===== src/rtl/pxe_pkg.sv =====
package pxe_pkg;
    typedef enum logic [2:0] {
        S_IDLE, S_SEND_CMD, S_REQ, S_WAIT_RDY,
        S_TAKE, S_WAIT_IDLE, S_RELEASE, S_FINISH
    } pxe_state_t;

    localparam logic [2:0] CMD_NONE  = 3'b000;
    localparam logic [2:0] CMD_START = 3'b001;
    localparam logic [2:0] CMD_HALT  = 3'b010;

    localparam logic [1:0] HS_QUIET = 2'b00;
    localparam logic [1:0] HS_REQ   = 2'b01;
    localparam logic [1:0] HS_TAKEN = 2'b10;

    localparam logic [1:0] DS_IDLE  = 2'b00;
    localparam logic [1:0] DS_READY = 2'b10;

    localparam logic [1:0] WHY_NONE    = 2'b00;
    localparam logic [1:0] WHY_EOT     = 2'b01;
    localparam logic [1:0] WHY_LIMIT   = 2'b10;
    localparam logic [1:0] WHY_TIMEOUT = 2'b11;

    localparam int EOT_VALUE = 4;
endpackage


===== src/rtl/pxe_status_sync.sv =====
module pxe_status_sync #(
    parameter int W = 2
) (
    input  logic         clk,
    input  logic         rst_n,
    input  logic [W-1:0] d_in,
    output logic [W-1:0] q,
    output logic         chg
);
    logic [W-1:0] s1, s2, s2_d;

    always_ff @(posedge clk or negedge rst_n) begin
        if (!rst_n) begin
            s1   <= '0;
            s2   <= '0;
            s2_d <= '0;
            q    <= '0;
            chg  <= 1'b0;
        end else begin
            s1   <= d_in;
            s2   <= s1;
            s2_d <= s2;
            chg  <= 1'b0;
            if (s2 == s2_d && s2 != q) begin
                q   <= s2;
                chg <= 1'b1;
            end
        end
    end
endmodule


===== src/rtl/pxe_wait_timer.sv =====
module pxe_wait_timer #(
    parameter int TMR_W = 16
) (
    input  logic             clk,
    input  logic             rst_n,
    input  logic             run,
    input  logic             restart,
    input  logic [TMR_W-1:0] lim,
    output logic             expired
);
    logic [TMR_W-1:0] cnt;

    assign expired = run && (cnt >= lim);

    always_ff @(posedge clk or negedge rst_n) begin
        if (!rst_n)
            cnt <= '0;
        else if (restart || !run)
            cnt <= '0;
        else if (!expired)
            cnt <= cnt + 1'b1;
    end
endmodule


===== src/rtl/pxe_byte_tally.sv =====
module pxe_byte_tally #(
    parameter int MAX_BYTES = 1024,
    parameter int CNT_W     = $clog2(MAX_BYTES + 1)
) (
    input  logic             clk,
    input  logic             rst_n,
    input  logic             clr,
    input  logic             inc,
    output logic [CNT_W-1:0] cnt,
    output logic             full
);
    localparam logic [CNT_W-1:0] LIMIT = CNT_W'(MAX_BYTES);

    assign full = (cnt == LIMIT);

    always_ff @(posedge clk or negedge rst_n) begin
        if (!rst_n)
            cnt <= '0;
        else if (clr)
            cnt <= '0;
        else if (inc && !full)
            cnt <= cnt + 1'b1;
    end
endmodule


===== src/rtl/poll_xfer_engine.sv =====
module poll_xfer_engine
    import pxe_pkg::*;
#(
    parameter int MAX_BYTES = 1024,
    parameter int TMR_W     = 16,
    parameter int DATA_W    = 8,
    parameter int CNT_W     = $clog2(MAX_BYTES + 1)
) (
    input  logic              clk,
    input  logic              rst_n,
    input  logic              go,
    input  logic [TMR_W-1:0]  timeout_lim,
    input  logic [1:0]        dev_stat,
    input  logic [DATA_W-1:0] dev_data,
    output logic [2:0]        cmd_out,
    output logic [1:0]        host_stat,
    output logic              out_valid,
    output logic [DATA_W-1:0] out_byte,
    output logic [CNT_W-1:0]  out_count,
    output logic              done,
    output logic [1:0]        done_reason,
    output logic              err
);
    localparam logic [DATA_W-1:0] EOT_BYTE = DATA_W'(EOT_VALUE);

    pxe_state_t state, nxt;
    logic [1:0] filt;
    logic       filt_chg;
    logic       tmr_run, tmr_exp;
    logic       full;
    logic       last_q;
    logic [1:0] pend_q;
    logic       tmo_exit;

    pxe_status_sync #(.W(2)) u_sync (
        .clk(clk), .rst_n(rst_n), .d_in(dev_stat), .q(filt), .chg(filt_chg)
    );

    assign tmr_run = (state == S_WAIT_RDY) || (state == S_WAIT_IDLE);

    pxe_wait_timer #(.TMR_W(TMR_W)) u_tmr (
        .clk(clk), .rst_n(rst_n), .run(tmr_run), .restart(filt_chg),
        .lim(timeout_lim), .expired(tmr_exp)
    );

    pxe_byte_tally #(.MAX_BYTES(MAX_BYTES), .CNT_W(CNT_W)) u_tally (
        .clk(clk), .rst_n(rst_n), .clr(nxt == S_SEND_CMD),
        .inc(nxt == S_TAKE), .cnt(out_count), .full(full)
    );

    assign tmo_exit = ((state == S_WAIT_RDY)  && (filt != DS_READY)) ||
                      ((state == S_WAIT_IDLE) && (filt != DS_IDLE));

    always_comb begin
        nxt = state;
        unique case (state)
            S_IDLE:      if (go) nxt = S_SEND_CMD;
            S_SEND_CMD:  nxt = S_REQ;
            S_REQ:       nxt = S_WAIT_RDY;
            S_WAIT_RDY: begin
                if (filt == DS_READY)  nxt = S_TAKE;
                else if (tmr_exp)      nxt = S_FINISH;
            end
            S_TAKE:      nxt = S_WAIT_IDLE;
            S_WAIT_IDLE: begin
                if (filt == DS_IDLE)   nxt = last_q ? S_FINISH : S_RELEASE;
                else if (tmr_exp)      nxt = S_FINISH;
            end
            S_RELEASE:   nxt = S_REQ;
            S_FINISH:    nxt = S_IDLE;
            default:     nxt = S_IDLE;
        endcase
    end

    always_ff @(posedge clk or negedge rst_n) begin
        if (!rst_n) state <= S_IDLE;
        else        state <= nxt;
    end

    always_ff @(posedge clk or negedge rst_n) begin
        if (!rst_n) begin
            cmd_out     <= CMD_NONE;
            host_stat   <= HS_QUIET;
            out_valid   <= 1'b0;
            out_byte    <= '0;
            done        <= 1'b0;
            done_reason <= WHY_NONE;
            err         <= 1'b0;
            last_q      <= 1'b0;
            pend_q      <= WHY_NONE;
        end else begin
            out_valid <= (nxt == S_TAKE);
            done      <= (nxt == S_FINISH);
            unique case (nxt)
                S_REQ, S_WAIT_RDY, S_TAKE: host_stat <= HS_REQ;
                S_WAIT_IDLE:               host_stat <= HS_TAKEN;
                default:                   host_stat <= HS_QUIET;
            endcase
            if (nxt == S_TAKE)
                out_byte <= dev_data;
            if (nxt == S_SEND_CMD) begin
                cmd_out     <= CMD_START;
                err         <= 1'b0;
                done_reason <= WHY_NONE;
                last_q      <= 1'b0;
                pend_q      <= WHY_NONE;
            end
            if (state == S_TAKE) begin
                if (out_byte == EOT_BYTE) begin
                    last_q <= 1'b1;
                    pend_q <= WHY_EOT;
                end else if (full) begin
                    last_q <= 1'b1;
                    pend_q <= WHY_LIMIT;
                end
            end
            if (nxt == S_FINISH) begin
                cmd_out <= CMD_HALT;
                if (tmo_exit) begin
                    done_reason <= WHY_TIMEOUT;
                    err         <= 1'b1;
                end else begin
                    done_reason <= pend_q;
                end
            end
        end
    end
endmodule


===== config.mk =====
export PLATFORM = sky130hd
export DESIGN_NAME = poll_xfer_engine
export DESIGN_NICKNAME = d
export VERILOG_FILES = /design/src/rtl/pxe_pkg.sv /design/src/rtl/pxe_status_sync.sv /design/src/rtl/pxe_wait_timer.sv /design/src/rtl/pxe_byte_tally.sv /design/src/rtl/poll_xfer_engine.sv
export SDC_FILE = /design/constraint.sdc
export NUM_CORES = 1
export LEC_CHECK = 0
export BUFFER_PORTS_ARGS = -buffer_cell sky130_fd_sc_hd__buf_2
export CORE_UTILIZATION = 50
export CTS_CLUSTER_SIZE = 30
export DETAILED_ROUTE_END_ITERATION = 10
export PLACE_DENSITY = 0.73
export SYNTH_ARGS = -nofsm -noshare
export SYNTH_HDL_FRONTEND = slang
export SYNTH_SLANG_ARGS = --single-unit

===== constraint.sdc =====
create_clock -name clk -period 6.69 [get_ports clk]
set_input_delay 0.3345 -clock clk [delete_from_list [all_inputs] [get_ports clk]]
set_output_delay 0.3345 -clock clk [all_outputs]
set_load 0.01 [all_outputs]

==> impl_metrics.ini <==
[run_status]
outcome = finished clean

[timing]
final.setup.worst_slack_ns = 3.89
hold_violations = 0
fmax_mhz = 358
hold_slack_ns = 0.102
setup-tns-final_ns = 0
period_minus_slack_ns = 2.80
slew_viol_final = 0
tightest_slew_ns = 0.731
setup_violations = 0
finClkSkew_ns = 0.00679
period_share_pct = 41.8
max_slew_margin_pct = 51.3
rsz0062_at_grt = false

[yosys]
yosysSeqAreaShare_pct = 46.5
syn_area_um2 = 3170
synthesis.instances = 330
synth_nets = 378
synth-compound-area-share_pct = 13.1
synthSimpleGateAreaFrac_pct = 20.7
yosysUniqueCellTypes = 48
synth.area.mux_share_pct = 4.46
synth-adder-area-share_pct = 7.50
synth_xor_area_share_pct = 3.31
synth_top_family_by_area = simple AND/OR/NAND/NOR gates
synth_area_per_cell_um2 = 9.61
synth-seq-cells = 59
yosys_warnings = 0

[detailed_routing]
wire_per_inst_um = 13.5
drc_errors = 0
wirelength_um = 6350
dr.pass1.iters = 4
ant_nets = 0
via_per_inst = 5.46
drt-initial-drc-count = 86
via_count = 2560

[placement]
dp_cells = 453
dp_hpwl_um = 4610
place_congestion = 0.826
dp_worst_setup_slack_ns = 3.86
dpl_cell_area_um2 = 3520
port_buffers = 56

[floorplanning]
start_util_pct = 52.6
dieArea_um2 = 6670
fp.dieH_um = 81.6
rows = 28
num_io_pins = 58
fp.dieW_um = 81.6
core_area_um2 = 6030

[layout]
layout.cells.non_filler = 469
finalInstanceArea_um2 = 3740
nFillCells = 522
diodes = 0
utilization_pct = 62.0
final_nets = 437
syn_to_final_growth_pct = 17.8
final_cell_mix = 59 x dfrtp_1, 56 x buf_2, 26 x nor2_1, 26 x nand2_1, 26 x a21oi_1
mostFrequentLayoutCell = dfrtp_1
drive_above_1_share_pct = 22.3

[setup_path]
ff2ff_setup_slack_ns = 3.89
worstPathMaxFanout = 23
critPathKind = reg -> reg
cp-end-kind = flip-flop
reg2reg_to = out_byte[6]
startpoint = u_tmr.cnt[11]
cp_data_arrival_time_ns = 3.02
reg2reg_depth = 8
critical_path_required_ns = 6.92
startpoint_type = flip-flop
reg2reg_from = u_tmr.cnt[11]
critPathCapture = out_byte[6]

[grt]
grt_overflow = 0
grt_pass1_vias = 2407
grt_max_degree = 60
grt_usage_pct = 21.3
grt_pass1_wl_um = 10600
antenna_found_initial = 0

[clock_network]
clock-sinks = 59
cts_buffer_depth = 2
path_clk_slew_ns = 0.07
cts_made_buffers = 9
cts_tree = done
hold_buffers = 0
cts_resized = 0
cts-root-buf = clkbuf_8
htree_levels = 3
cts_setup_buffers = 0
clock_latency_ns = 0.34

[power]
p_leak_nw = 1.78
power_mw = 1.29
power_density_nw_per_um2 = 344
irDropWorstVdd_mv = 0.311

[flow_run]
drv_cap = 0

[worst_hold_path]
hp-class = in -> reg
hp-start = dev_stat[1]
## synthesized netlist by cell type, drive strengths merged
library cell | number | area share (%)
dfrtp | 59 | 47
nor2 | 27 | 3.3
a21oi | 26 | 4.1
nand2 | 26 | 3.1
inv | 24 | 2.8
o21ai | 24 | 3.8
ha | 19 | 7.5
or3 | 15 | 3.0
nand3 | 12 | 2.4
nand4 | 11 | 2.2
mux2 | 9 | 3.2
xor2 | 9 | 2.5
nor3 | 7 | 1.1
clkbuf | 6 | 0.71
and3 | 5 | 0.99
buf | 4 | 0.67
mux2i | 4 | 1.3
nor2b | 4 | 0.79
and2 | 3 | 0.59
and4 | 3 | 0.83
nor4 | 3 | 0.59
o31ai | 3 | 0.71
xnor2 | 3 | 0.83
a211oi | 2 | 0.63
a21boi | 2 | 0.47
a22oi | 2 | 0.63
a31oi | 2 | 0.39
nand2b | 2 | 0.39
nor4b | 2 | 0.55
o211ai | 2 | 0.47
or4 | 2 | 0.47
a2111o | 1 | 0.36
a21o | 1 | 0.24
a22o | 1 | 0.28
a311oi | 1 | 0.83
and3b | 1 | 0.28
conb | 1 | 0.12
o21bai | 1 | 0.24
or2 | 1 | 0.20
## routing by layer
metal / track usage (%) / up-vias / routed length [µm]
met2: 36.1 / 57 / 3090
met1: 25.3 / 1208 / 2870
met4: 6.84 / 0 / 84
met3: 7.33 / 9 / 303
li1: - / 1286 / -
met5: 0 / - / 0
## state kept, by name, summed over array words and instances (netlist names), 2 cells and up
register / flops
done_reason: 2
pend_q: 2
host_stat: 2
u_tally.cnt: 11
u_sync.s2: 2
state: 3
out_byte: 8
u_sync.q: 2
u_sync.s1: 2
cmd_out: 2
u_tmr.cnt: 16
u_sync.s2_d: 2
## final cells by class
cell class | count | area, µm² | area share, %
Inverter | 24 | 90.1 | 2.41
Sequential cell | 59 | 1480 | 39.5
Timing Repair Buffer | 58 | 295 | 7.90
Tap cell | 75 | 93.8 | 2.51
Clock inverter | 4 | 73.8 | 1.98
Clock buffer | 12 | 145 | 3.88
Multi-Input combinational cell | 237 | 1560 | 41.8
## power by group
part | internal [mW] | switching, mW | leakage (nW)
logic | 0.170 | 0.217 | 0.911
clock network | 0.220 | 0.136 | 0.111
registers | 0.450 | 0.0936 | 0.757
total | 0.839 | 0.447 | 1.78
## worst min-delay path by stage
stage                              end  slack (ns)  depth (start not counted)
final                     u_sync.s1[1]        0.10                          1
after global routing      u_sync.s1[1]        0.08                          1
after CTS                 u_sync.s1[1]        0.08                          1
after detailed placement  u_sync.s2[1]        0.34                          0
after global placement    u_sync.s2[0]        0.34                          0
after floorplan             cmd_out[0]        0.04                          0
## critical path, cell delays in order, from the launching register on
cell and delay [ns]:
dfrtp_1 0.42, ha_1 0.33, a21oi_1 0.16, o21ai_0 0.15, a22oi_2 0.49, a31oi_1 0.15, buf_4 0.24, nor2_2 0.35
mux2_2 0.38
## cells by family after synthesis
logic type | count (synthesis)
AO/OA/AOI/OAI | 68
other | 1
multiplexers | 13
AND/OR/NAND/NOR | 124
flip-flops | 59
XOR/XNOR | 12
buffers and inverters | 34
adder cells (fa/ha/maj) | 19
Power figures use the tool's default switching activity.
